[src/rtl/ptg_pkg.sv]
package ptg_pkg;

    typedef enum logic [1:0] {
        ST_HOLD   = 2'd0,
        ST_FREEZE = 2'd1,
        ST_QUIET  = 2'd2,
        ST_ACTIVE = 2'd3
    } div_state_t;

    // Shift amount (log2 of period) for a nonzero rate code.
    function automatic logic [3:0] rate_shift(input logic [3:0] code);
        logic [3:0] r;
        unique case (code)
            4'd1:    r = 4'd7;
            4'd2:    r = 4'd8;
            default: r = code - 4'd1;
        endcase
        return r;
    endfunction

endpackage

[src/rtl/ptg_ctrl_fsm.sv]
module ptg_ctrl_fsm
    import ptg_pkg::*;
#(
    parameter int DIVC_W = 3
) (
    input  logic              clk,
    input  logic              rst_n,
    input  logic [DIVC_W-1:0] div_ctrl,
    input  logic              pie_en,
    input  logic              sqw_en,
    input  logic              sqw_used,
    output div_state_t        state_q,
    output logic              cnt_run,
    output logic              cnt_clear,
    output logic              tick_ok
);
    localparam logic [DIVC_W-1:0] RUN_MAX = DIVC_W'(2);

    logic       go_hold;
    logic       go_run;
    logic       consumer;
    div_state_t state_d;

    assign go_hold  = (div_ctrl[1:0] == 2'b11);
    assign go_run   = (div_ctrl <= RUN_MAX);
    assign consumer = pie_en | (sqw_en & sqw_used);

    // Next-state selection: every state may leave on any transition.
    always_comb begin
        state_d = state_q;
        unique case (state_q)
            ST_HOLD, ST_FREEZE, ST_QUIET, ST_ACTIVE: begin
                if (go_hold)          state_d = ST_HOLD;
                else if (!go_run)     state_d = ST_FREEZE;
                else if (consumer)    state_d = ST_ACTIVE;
                else                  state_d = ST_QUIET;
            end
        endcase
    end

    always_ff @(posedge clk or negedge rst_n) begin
        if (!rst_n) state_q <= ST_HOLD;
        else        state_q <= state_d;
    end

    always_comb begin
        cnt_run   = 1'b0;
        cnt_clear = 1'b0;
        tick_ok   = 1'b0;
        unique case (state_q)
            ST_HOLD:   cnt_clear = 1'b1;
            ST_FREEZE: ;
            ST_QUIET:  cnt_run   = 1'b1;
            ST_ACTIVE: begin
                cnt_run = 1'b1;
                tick_ok = 1'b1;
            end
        endcase
    end

endmodule

[src/rtl/ptg_timebase.sv]
module ptg_timebase #(
    parameter int CNT_W = 15
) (
    input  logic             clk,
    input  logic             rst_n,
    input  logic             strobe,
    input  logic             run,
    input  logic             clear,
    output logic [CNT_W-1:0] cnt_q,
    output logic [CNT_W-1:0] cnt_nxt
);
    assign cnt_nxt = cnt_q + CNT_W'(1);

    always_ff @(posedge clk or negedge rst_n) begin
        if (!rst_n)              cnt_q <= '0;
        else if (clear)          cnt_q <= '0;
        else if (run && strobe)  cnt_q <= cnt_nxt;
    end

endmodule

[src/rtl/ptg_rate_decode.sv]
module ptg_rate_decode
    import ptg_pkg::*;
#(
    parameter int CODE_W = 4,
    parameter int CNT_W  = 15
) (
    input  logic [CODE_W-1:0] rate_code,
    output logic [CNT_W-1:0]  mask,
    output logic              code_on
);
    logic [3:0] shift;

    assign code_on = (rate_code != '0);
    assign shift   = rate_shift(4'(rate_code));

    for (genvar i = 0; i < CNT_W; i++) begin : g_mask
        assign mask[i] = (32'(shift) > i);
    end

endmodule

[src/rtl/ptg_pulse_out.sv]
module ptg_pulse_out (
    input  logic clk,
    input  logic rst_n,
    input  logic tick,
    input  logic pie_en,
    input  logic sqw_en,
    output logic pf_pulse,
    output logic irq_pulse,
    output logic sqw_pulse
);
    always_ff @(posedge clk or negedge rst_n) begin
        if (!rst_n) begin
            pf_pulse  <= 1'b0;
            irq_pulse <= 1'b0;
            sqw_pulse <= 1'b0;
        end else begin
            pf_pulse  <= tick;
            irq_pulse <= tick & pie_en;
            sqw_pulse <= tick & sqw_en;
        end
    end

endmodule

[src/rtl/periodic_tick_gen.sv]
module periodic_tick_gen
    import ptg_pkg::*;
#(
    parameter int CODE_W = 4,
    parameter int DIVC_W = 3,
    parameter int CNT_W  = 15
) (
    input  logic              clk,
    input  logic              rst_n,
    input  logic              tb_strobe,
    input  logic [CODE_W-1:0] rate_code,
    input  logic [DIVC_W-1:0] div_ctrl,
    input  logic              pie_en,
    input  logic              sqw_en,
    input  logic              sqw_used,
    output logic              pf_pulse,
    output logic              irq_pulse,
    output logic              sqw_pulse
);
    div_state_t       state_q;
    logic             cnt_run;
    logic             cnt_clear;
    logic             tick_ok;
    logic [CNT_W-1:0] cnt_q;
    logic [CNT_W-1:0] cnt_nxt;
    logic [CNT_W-1:0] mask;
    logic             code_on;
    logic             tick;

    ptg_ctrl_fsm #(.DIVC_W(DIVC_W)) u_fsm (
        .clk       (clk),
        .rst_n     (rst_n),
        .div_ctrl  (div_ctrl),
        .pie_en    (pie_en),
        .sqw_en    (sqw_en),
        .sqw_used  (sqw_used),
        .state_q   (state_q),
        .cnt_run   (cnt_run),
        .cnt_clear (cnt_clear),
        .tick_ok   (tick_ok)
    );

    ptg_timebase #(.CNT_W(CNT_W)) u_tb (
        .clk     (clk),
        .rst_n   (rst_n),
        .strobe  (tb_strobe),
        .run     (cnt_run),
        .clear   (cnt_clear),
        .cnt_q   (cnt_q),
        .cnt_nxt (cnt_nxt)
    );

    ptg_rate_decode #(.CODE_W(CODE_W), .CNT_W(CNT_W)) u_dec (
        .rate_code (rate_code),
        .mask      (mask),
        .code_on   (code_on)
    );

    // A tick lands where the advanced count hits a period multiple.
    assign tick = tb_strobe & tick_ok & code_on & ((cnt_nxt & mask) == '0);

    ptg_pulse_out u_out (
        .clk       (clk),
        .rst_n     (rst_n),
        .tick      (tick),
        .pie_en    (pie_en),
        .sqw_en    (sqw_en),
        .pf_pulse  (pf_pulse),
        .irq_pulse (irq_pulse),
        .sqw_pulse (sqw_pulse)
    );

endmodule

[config.mk]
export PLATFORM = sky130hd
export DESIGN_NAME = periodic_tick_gen
export DESIGN_NICKNAME = d
export VERILOG_FILES = /design/src/rtl/ptg_pkg.sv /design/src/rtl/ptg_ctrl_fsm.sv /design/src/rtl/ptg_timebase.sv /design/src/rtl/ptg_rate_decode.sv /design/src/rtl/ptg_pulse_out.sv /design/src/rtl/periodic_tick_gen.sv
export SDC_FILE = /design/constraint.sdc
export NUM_CORES = 1
export LEC_CHECK = 0
export CORE_MARGIN = 1.5
export CORE_UTILIZATION = 60
export DETAILED_ROUTE_END_ITERATION = 7
export GPL_ROUTABILITY_DRIVEN = 0
export HOLD_SLACK_MARGIN = 0.02
export PLACE_DENSITY = 0.83
export SYNTH_ARGS = -nofsm -noshare
export SYNTH_HDL_FRONTEND = slang
export SYNTH_HIERARCHICAL = 1
export SYNTH_SLANG_ARGS = --single-unit
[constraint.sdc]
create_clock -name clk -period 5.9 [get_ports clk]
set_input_delay 0.59 -clock clk [delete_from_list [all_inputs] [get_ports clk]]
set_output_delay 0.59 -clock clk [all_outputs]
set_load 0.005 [all_outputs]
* After elaboration in Yosys (flattened, before gate mapping) *
Cells that the tools add are included.

operators by class
  $add $sub $neg = 2
  $lt $le $gt $ge = 16
  eq/ne operators = 6
  muxes and demuxes = 10
  bitwise gates (word level) = 8
  reductions and logical operators = 7

operators by type and width
  kind                                                                   number
  15-bit two-way mux                                                     2
  4-bit > comparator, second input constant                              7
  4-bit by 3-bit > comparator with 1-bit output, second input constant   4
  15-bit by 1-bit adder with 15-bit output, second input constant        1
  15-bit AND                                                             1
  15-bit logical NOT                                                     1
  4-bit by 1-bit > comparator with 1-bit output, second input constant   2
  4-bit by 2-bit > comparator with 1-bit output, second input constant   2
  4-bit case mux with 2 select lines                                     1
  1-bit AND                                                              6
  2-bit equality test, second input constant                             3
  2-bit two-way mux                                                      3
  4-bit by 1-bit equality test with 1-bit output, second input constant  1
  4-bit by 2-bit equality test with 1-bit output, second input constant  1
  1-bit two-way mux                                                      4
  4-bit nonzero test                                                     1
  4-bit OR reduction                                                     1
  4-bit by 1-bit subtractor with 4-bit output, second input constant     1
  3-bit by 2-bit <= comparator with 1-bit output, second input constant  1
  2-bit by 1-bit equality test with 1-bit output, second input constant  1
  2-bit logical NOT                                                      1
  2-bit nonzero test                                                     1
  2-bit OR reduction                                                     1
  1-bit logical AND                                                      1
  1-bit OR                                                               1

word-level totals
  register bits = 20
  bits of input ports = 13
  output and inout bits = 3
  word-level logic and storage cells = 54

* Logic depth before layout (Yosys ltp) *
Gate-level depths: netlist of run 1.

  depth in word-level cells = 7
  gate-level depth with buffers = 12

* Modules after synthesis *
The synthesis of run 1 kept the hierarchy.

by module, submodules not included
  module             instances  cells each  area an instance (um^2)  seq. area each (um^2)
  ptg_timebase       1          108         993.5                    375.4
  ptg_rate_decode    1          54          341.6                    0.0
  ptg_pulse_out      1          5           87.6                     75.1
  ptg_ctrl_fsm       1          8           86.3                     50.0
  periodic_tick_gen  1          11          81.3                     0.0

* Worst setup path before layout of run 1 *
No wires, ideal clock.

  path type = input -> register
  start point = input port rate_code[0]
  end point = register u_out.sqw_pulse
  data arrival time = 2.284 ns
  required time = 5.834 ns
  path slack = 3.550 ns
  stages = 10
  path buffers = 0
  path through = inv_1 -> ha_1 -> nor2b_1 -> a21oi_1 -> o21ai_1 -> o21ai_0 -> a222oi_1 -> nand3_1 -> nor3_2 -> and2_1

on the way
  word-level cells in the longest chain between the ends = 7
  elaborated cells on any way between the ends = 25
  classes of those cells = add/sub (1); order compare (15); eq/ne (2); mux (1); bitwise (4); reduce/logical (2)

ends and longest elaborated chain
  item                                                                       RTL line                 text
  from (decl)                                                                periodic_tick_gen.sv:11  input logic [CODE_W-1:0] rate_code,
  4-bit by 1-bit subtractor with 4-bit output, or another cell as far along  ptg_pkg.sv:16            default: r = code - 4'd1;
  4-bit case mux with 2 select lines (*)                                     ptg_pkg.sv:13            unique case (code)
  4-bit by 3-bit > comparator with 1-bit output (*)                          ptg_rate_decode.sv:17    assign mask[i] = (32'(shift) > i);
  named net mask[4]                                                          periodic_tick_gen.sv:26  logic [CNT_W-1:0] mask;
  15-bit AND (*)                                                             periodic_tick_gen.sv:60  assign tick = tb_strobe & tick_ok & code_on & ((cnt_nxt & mask) == '0);
  15-bit logical NOT (*)                                                     periodic_tick_gen.sv:60
  1-bit AND (*)                                                              periodic_tick_gen.sv:60
  named net tick                                                             periodic_tick_gen.sv:28  logic tick;
  1-bit AND (*)                                                              ptg_pulse_out.sv:19      sqw_pulse <= tick & sqw_en;
  to (signal assigned)                                                       ptg_pulse_out.sv:19
  to (decl)                                                                  ptg_pulse_out.sv:9       output logic sqw_pulse

Mark *: on every way through the listed nets, which the timed path passes. The rest lies on a longest branch.
A chain may end at the register's enable or synchronous reset.

* Worst setup path after layout of run 1 *
Same ends and word-level chain as after synthesis.

==> impl_metrics.csv, run 1 <==
group,metric,value,unit
run_status,status,"complete, no violations",
power_and_ir_drop,power_frac_seq,0.446,
detailed_routing,drc,0,
layout,multiInputGateArea,1010,sq um
layout,nFillCells,192,
sta,setup_viol,0,
detailed_routing,antenna_left,0,
layout,antenna_cells,0,
worst_setup_path,r2r-start,"u_tb/cnt_q[0]",
grt,globalRouteOverflowTotal,0,
worst_setup_path,worstPathArrival,3.26,ns
grt,first_global_vias,1336,
layout,areaGrowthSynthToFinish,11.5,%
grt,grt_pass1_wl,5860,um
place,place_area,1720,sq um
synth,syn_area_per_cell,8.55,sq um
clocking,clock_latency,0.31,ns
sta,period_needed,3.01,ns
power_and_ir_drop,p_int,0.240,mW
sta,hold_slack,0.592,ns
sta,hold_viol,0,
synth,yosys_warnings,6,
clocking,htree_levels,1,
sta,clock.fmax,0.332,GHz
sta,rsz0062_at_grt,"false",
layout,drive_above_1_share,0.0909,
place,place_inst,224,
clocking,post_cts_buffers,0,
sta,slew_violations,0,
sta,clock_skew,0.00774,ns
grt,track_usage,0.273,
min_path,hp-start,"u_tb/cnt_q[1]",
floorplan,core_area,2500,sq um
layout,post-route-util,0.709,
detailed_routing,wl_per_cell,16.0,um
clocking,cts_buffer_depth,2,
floorplan,initial_core_util,0.636,
clocking,clk_pin_slew_worst_paths,0.12,ns
floorplan,ios,16,
synth,synth-edff-count,0,
clocking,cts_sinks,20,
floorplan,fp.dieW,54.5,um
detailed_routing,dr.pass1.iters,4,
clocking,ctsRootBufferMaster,"clkbuf_4",
min_path,min_to,"u_tb/cnt_q[1]",
worst_setup_path,path_class,"primary input to flip-flop",
worst_setup_path,endpoint_kind,"flip-flop",
power_and_ir_drop,power_switching,0.0930,mW
layout,nNetsFinal,218,
power_and_ir_drop,ir_drop,0.161,mV
place,post-dp-hpwl,2640,um
worst_setup_path,path_max_fanout,7,
synth,synth_fp_nets,205,
synth,netlist_instances,186,
clocking,ctsHoldBuffers,0,
worst_setup_path,r2r_setup_slack,3.38,ns
run,maxCapViolCount,0,
clocking,cts_resized,0,
synth,ys_ff_latch,20,
worst_setup_path,timing.rr.end,"u_out/sqw_pulse",
min_path,min_path_cells,2,
power_and_ir_drop,clkPwrFrac,0.345,
synth,synth-async-reset-ratio,1.00,
synth,yosysSeqAreaShare,0.315,
grt,antenna_found_initial,0,
detailed_routing,drt_iter0_markers,55,
power_and_ir_drop,swShare,0.280,
synth,synth.distinct_cells,35,
floorplan,design.die.area,2970,sq um
worst_setup_path,reg2reg_depth,9,
place,numPortBuffers,15,
layout,fin_area,1770,sq um
power_and_ir_drop,combPwrFrac,0.208,
detailed_routing,wl,3650,um
detailed_routing,drt-vias-per-instance,6.33,
floorplan,core.rowCount,18,
layout,instances_no_fill,228,
sta,finalCritPeriodShare,0.510,
sta,slew_headroom,0.311,
power_and_ir_drop,p_leak,0.679,nW
worst_setup_path,cp_data_required_time,6.15,ns
layout,seqCellArea,500,sq um
floorplan,fp.dieH,54.5,um
synth,syn_area,1590,sq um
worst_setup_path,cp-start-kind,"primary input",
detailed_routing,vias,1443,
synth,ys.flop_type,"dfrtp_1",
sta,setup_tns,0,ns
grt,grt_max_degree,21,
sta,worstMarginPinSlew,1.03,ns
min_path,hold_class,"flip-flop to flip-flop",
clocking,numCtsBuffers,3,
power_and_ir_drop,powerDensity,188,nW/um^2
clocking,cts_tree,"done",
## critical path: stages
cell and delay, ns:
clkdlybuf4s50_1 0.53, inv_1 0.16, ha_1 0.25, nor2b_1 0.24
a21oi_1 0.10, o21ai_1 0.35, o21ai_0 0.15, a222oi_1 0.35
nand3_1 0.13, nor3_2 0.23, and2_1 0.16
## per-stage QoR
| stage | setup slack [ns] | total power, mW |
|---|---|---|
| finish | 2.89 | 0.333 |
| CTS | 2.92 | 0.335 |
| floorplan | 3.55 | 0.195 |
| detailed placement | 2.61 | 0.219 |
| global placement | 2.81 | 0.215 |
| global route | 2.66 | 0.348 |
## registers in the layout (all words and copies together) (netlist names)
signal           flops
u_out/irq_pulse      1
u_fsm/state_q        2
u_out/sqw_pulse      1
u_tb/cnt_q          15
u_out/pf_pulse       1
## power by group through the flow
stage	Sequential [mW]	Combinational [mW]	Clock, mW
after global routing	0.149	0.0759	0.123
final	0.148	0.0693	0.115
after CTS	0.149	0.0684	0.118
after detailed placement	0.151	0.0675	0
after global placement	0.151	0.0642	0
after floorplan	0.149	0.0455	0
## cells in the mapped netlist, drive strengths merged, types with 2 or more instances
cell    count  area [sq um]
nor3       11          65.1
nor2       29           111
clkbuf      2          7.51
a21oi       9          45.0
nor2b       2          12.5
inv         7          26.3
buf         5          50.0
xnor2      19           166
a21boi      2          15.0
nand4       4          31.3
dfrtp      20           500
nand2b      2          12.5
ha          6          75.1
o21ai       7          35.0
and2        6          37.5
or3         2          12.5
xor2        5          43.8
a211oi      2          25.0
nand2      11          41.3
a22oi       8          60.1
nor4        6          75.1
nand3      14          80.1
## cells by family after synthesis
family | count (synthesis) | synth area share
simple gates | 89 | 0.312
flops | 20 | 0.315
xor+xnor | 24 | 0.132
mux | 1 | 0.00708
compound gates | 32 | 0.135
fa+ha+maj | 6 | 0.0472
buf+inv | 14 | 0.0527
## worst max path at each step
stage | start | to | cells after the start
after floorplan | rate_code[0] | u_out/sqw_pulse | 10
after global routing | rate_code[0] | u_out/sqw_pulse | 11
final | rate_code[0] | u_out/sqw_pulse | 11
after detailed placement | rate_code[0] | u_out/irq_pulse | 11
after CTS | rate_code[0] | u_out/sqw_pulse | 11
after global placement | rate_code[0] | u_out/sqw_pulse | 11
## area by class of cell
| cell class | count | area share |
|---|---|---|
| tap | 30 | 0.0212 |
| clock inverter | 1 | 0.0169 |
| timing repair buffer | 15 | 0.0847 |
| sequential | 20 | 0.282 |
| multi-input combinational | 152 | 0.567 |
| clock buffer | 3 | 0.0127 |
| inverter | 7 | 0.0148 |
## per-layer routing
layer  share of wire  track usage  vias up
li1                -            -      676
met1            0.42        0.342      692
met2            0.50        0.468       63
met3           0.056       0.0355       12
met4           0.026        0.117        0
met5               0            0        -
## layout by cell type, fill, tap and decap left out, types with 2 or more instances in the layout
| cell type | instances |
|---|---|
| nor2_1 | 28 |
| dfrtp_1 | 20 |
| xnor2_1 | 19 |
| clkdlybuf4s50_1 | 15 |
| nand3_1 | 12 |
| nand2_1 | 11 |
| nor3_1 | 9 |
| a21oi_1 | 9 |
| a22oi_1 | 8 |
| inv_1 | 7 |
| and2_1 | 6 |
| ha_1 | 6 |
| nor4_2 | 6 |
| o21ai_0 | 5 |
| xor2_1 | 5 |
| nand4_1 | 3 |
| clkbuf_4 | 3 |
| nor3_2 | 2 |
| nand2b_1 | 2 |
| o21ai_1 | 2 |
| nor2b_1 | 2 |
| a211oi_2 | 2 |
| a21boi_0 | 2 |
| nand3_2 | 2 |
| or3_1 | 2 |
No activity file was read; power rests on OpenSTA's default activity.
==> inputs of run 2 (changes only) <==
- CORE_UTILIZATION: 60 -> 51
- PLACE_DENSITY: 0.83 -> 0.76
- clock period: 5.9 -> 2.5 ns (I/O delays scaled with it)
==> run 2 against run 1 <==
- sequential cell count unchanged
- core utilization down 8.6 points
- cell count up 7.9%
- sequential share of layout area down 1.5 points
- clock power up 29%
- via count down 3.7%
- critical endpoint unchanged
- largest power group unchanged
- highest routed layer unchanged
==> impl_metrics.csv, run 2 (synthesis gave the netlist of run 1 again) <==
group,metric,value,unit
detailed_routing,wl,3490,um
layout,post-route-util,0.623,
detailed_routing,drt_iter0_markers,98,
worst_setup_path,cp_data_required_time,2.74,ns
worst_setup_path,crit_family,"buffers and inverters",
clocking,clk_pin_slew_worst_paths,0.11,ns
place,numPortBuffers,15,
sta,hold_viol,0,
layout,drive_above_1_share,0.164,
worst_setup_path,path_class,"primary input to flip-flop",
clocking,htree_levels,1,
layout,final_common_cell,"nor2_1",
worst_setup_path,max_stage_delay,0.51,ns
detailed_routing,drc,0,
power_and_ir_drop,ir_drop,0.228,mV
layout,final_cell_mix,"nor2_1 (28), dfrtp_1 (20), xnor2_1 (19)",
sta,slew_headroom,0.407,
grt,grt_pass1_wl,6030,um
layout,nFillCells,283,
sta,period_needed,2.39,ns
place,post-dp-hpwl,2710,um
worst_setup_path,endpoint_kind,"flip-flop",
floorplan,fp.dieW,58.8,um
sta,slew_violations,0,
layout,reg.largest.list,"u_tb/cnt_q: 15 flops, u_fsm/state_q: 2 flops",
clocking,cts_tree,"done",
power_and_ir_drop,p_leak,0.740,nW
clocking,ctsHoldBuffers,0,
clocking,ctsRootBufferMaster,"clkbuf_4",
clocking,cts_sinks,20,
floorplan,core_area,3000,sq um
grt,track_usage,0.224,
layout,largest_reg_flops,15,
worst_setup_path,cp-start-kind,"primary input",
floorplan,initial_core_util,0.530,
layout,multiInputGateArea,1010,sq um
sta,hold_slack,0.440,ns
layout,antenna_cells,0,
worst_setup_path,worstPathArrival,2.63,ns
floorplan,fp.dieH,58.8,um
floorplan,design.die.area,3460,sq um
floorplan,core.rowCount,20,
run_status,status,"complete, no violations",
worst_setup_path,path_cells,"clkdlybuf4s50_1, inv_1, ha_1, nor4b_1, a211oi_2, buf_4, nor3_1, a222oi_1, nand3_1, nor3_2, and2_1",
detailed_routing,drt-vias-per-instance,5.65,
worst_setup_path,r2r_setup_slack,0.21,ns
min_path,hold_class,"primary input to async pin",
worst_setup_path,cpMaxStageDelayCell,"clkdlybuf4s50_1",
sta,finalCritPeriodShare,0.957,
worst_setup_path,path_max_fanout,6,
grt,globalRouteOverflowTotal,0,
sta,clock.fmax,0.418,GHz
sta,setup_viol,0,
layout,seqCellArea,500,sq um
clocking,cts_buffer_depth,2,
clocking,numCtsBuffers,3,
sta,worstMarginPinSlew,0.886,ns
layout,areaGrowthSynthToFinish,17.7,%
worst_setup_path,crit_buf_inv,3,
grt,first_global_vias,1433,
power_and_ir_drop,powerDensity,365,nW/um^2
run,maxCapViolCount,0,
clocking,clock_latency,0.30,ns
grt,antenna_found_initial,0,
detailed_routing,dr.pass1.iters,4,
detailed_routing,antenna_left,0,
layout,regMostFlops,"u_tb/cnt_q",
detailed_routing,vias,1390,
detailed_routing,wl_per_cell,14.2,um
floorplan,ios,16,
layout,nNetsFinal,234,
grt,grt_max_degree,21,
sta,clock_skew,0.00892,ns
run 2: cell count changes in the layout (fill, tap and decap cells not counted):
cell | previous run | this run
bufinv_16 | 1 | 0
nor2b_1 | 2 | 1
ha_1 | 6 | 5
buf_4 | 0 | 16
ha_2 | 0 | 1
nor2b_2 | 0 | 1
run 2: metrics by stage:
step                area [sq um]  power (mW)  cells  setup TNS, ns  setup slack (ns)
floorplan                   1590       0.459    186              0             0.490
global placement            1830       0.529    241         -0.118           -0.0594
detailed placement          1830       0.535    241         -0.306            -0.143
CTS                         1850       0.685    244              0             0.171
global route                1870       0.726    246        -0.0560           -0.0308
finish                      1870       0.684    246              0             0.107
run 2: repair_timing:
item                       in CTS  in global routing
buffers inserted                0                  2
setup endpoints to repair       0                  2
resized for setup               0                  2
run 2: power by group:
group | switching (mW) | internal, mW
Sequential | 0.0145 | 0.335
Clock | 0.0919 | 0.0562
Combinational | 0.0970 | 0.0889
Total | 0.203 | 0.480
run 2: worst register-to-register path, cell delays in order, from the launching register on:
cell      delay, ns
dfrtp_1        0.43
ha_1           0.23
nand3_1        0.31
nor2_1         0.23
nand3_1        0.11
xnor2_1        0.15
a222oi_1       0.24
nand3_1        0.14
nor3_2         0.23
and2_1         0.16
run 2: routing by layer:
layer  wire, um  vias to the layer above  GRT usage  part of all wire
met5          0                        -          0                 0
li1           -                      705          -                 -
met1       1540                      660      0.269              0.44
met3         83                        4     0.0286             0.024
met4         44                        0     0.0974             0.013
met2       1820                       21      0.398              0.52
run 2: area by class of cell:
type | count | share of cell area
tap | 33 | 0.0221
timing repair buffer | 31 | 0.144
multi-input combinational | 152 | 0.540
clock buffer | 3 | 0.0120
sequential | 20 | 0.267
inverter | 7 | 0.0140
run 2: path summary, 6_finish.rpt:
| check | start | endpoint | depth (start not counted) |
|---|---|---|---|
| min in group clk | div_ctrl[0] | u_fsm/state_q[1] | 2 |
| worst min-delay path | rst_n | u_tb/cnt_q[3] | 1 |
| worst min register to register | u_tb/cnt_q[1] | u_tb/cnt_q[1] | 2 |
| max in group asynchronous | rst_n | u_out/sqw_pulse | 1 |
| worst max-delay path | rate_code[1] | u_out/sqw_pulse | 11 |
| worst max register to register | u_tb/cnt_q[0] | u_out/sqw_pulse | 9 |
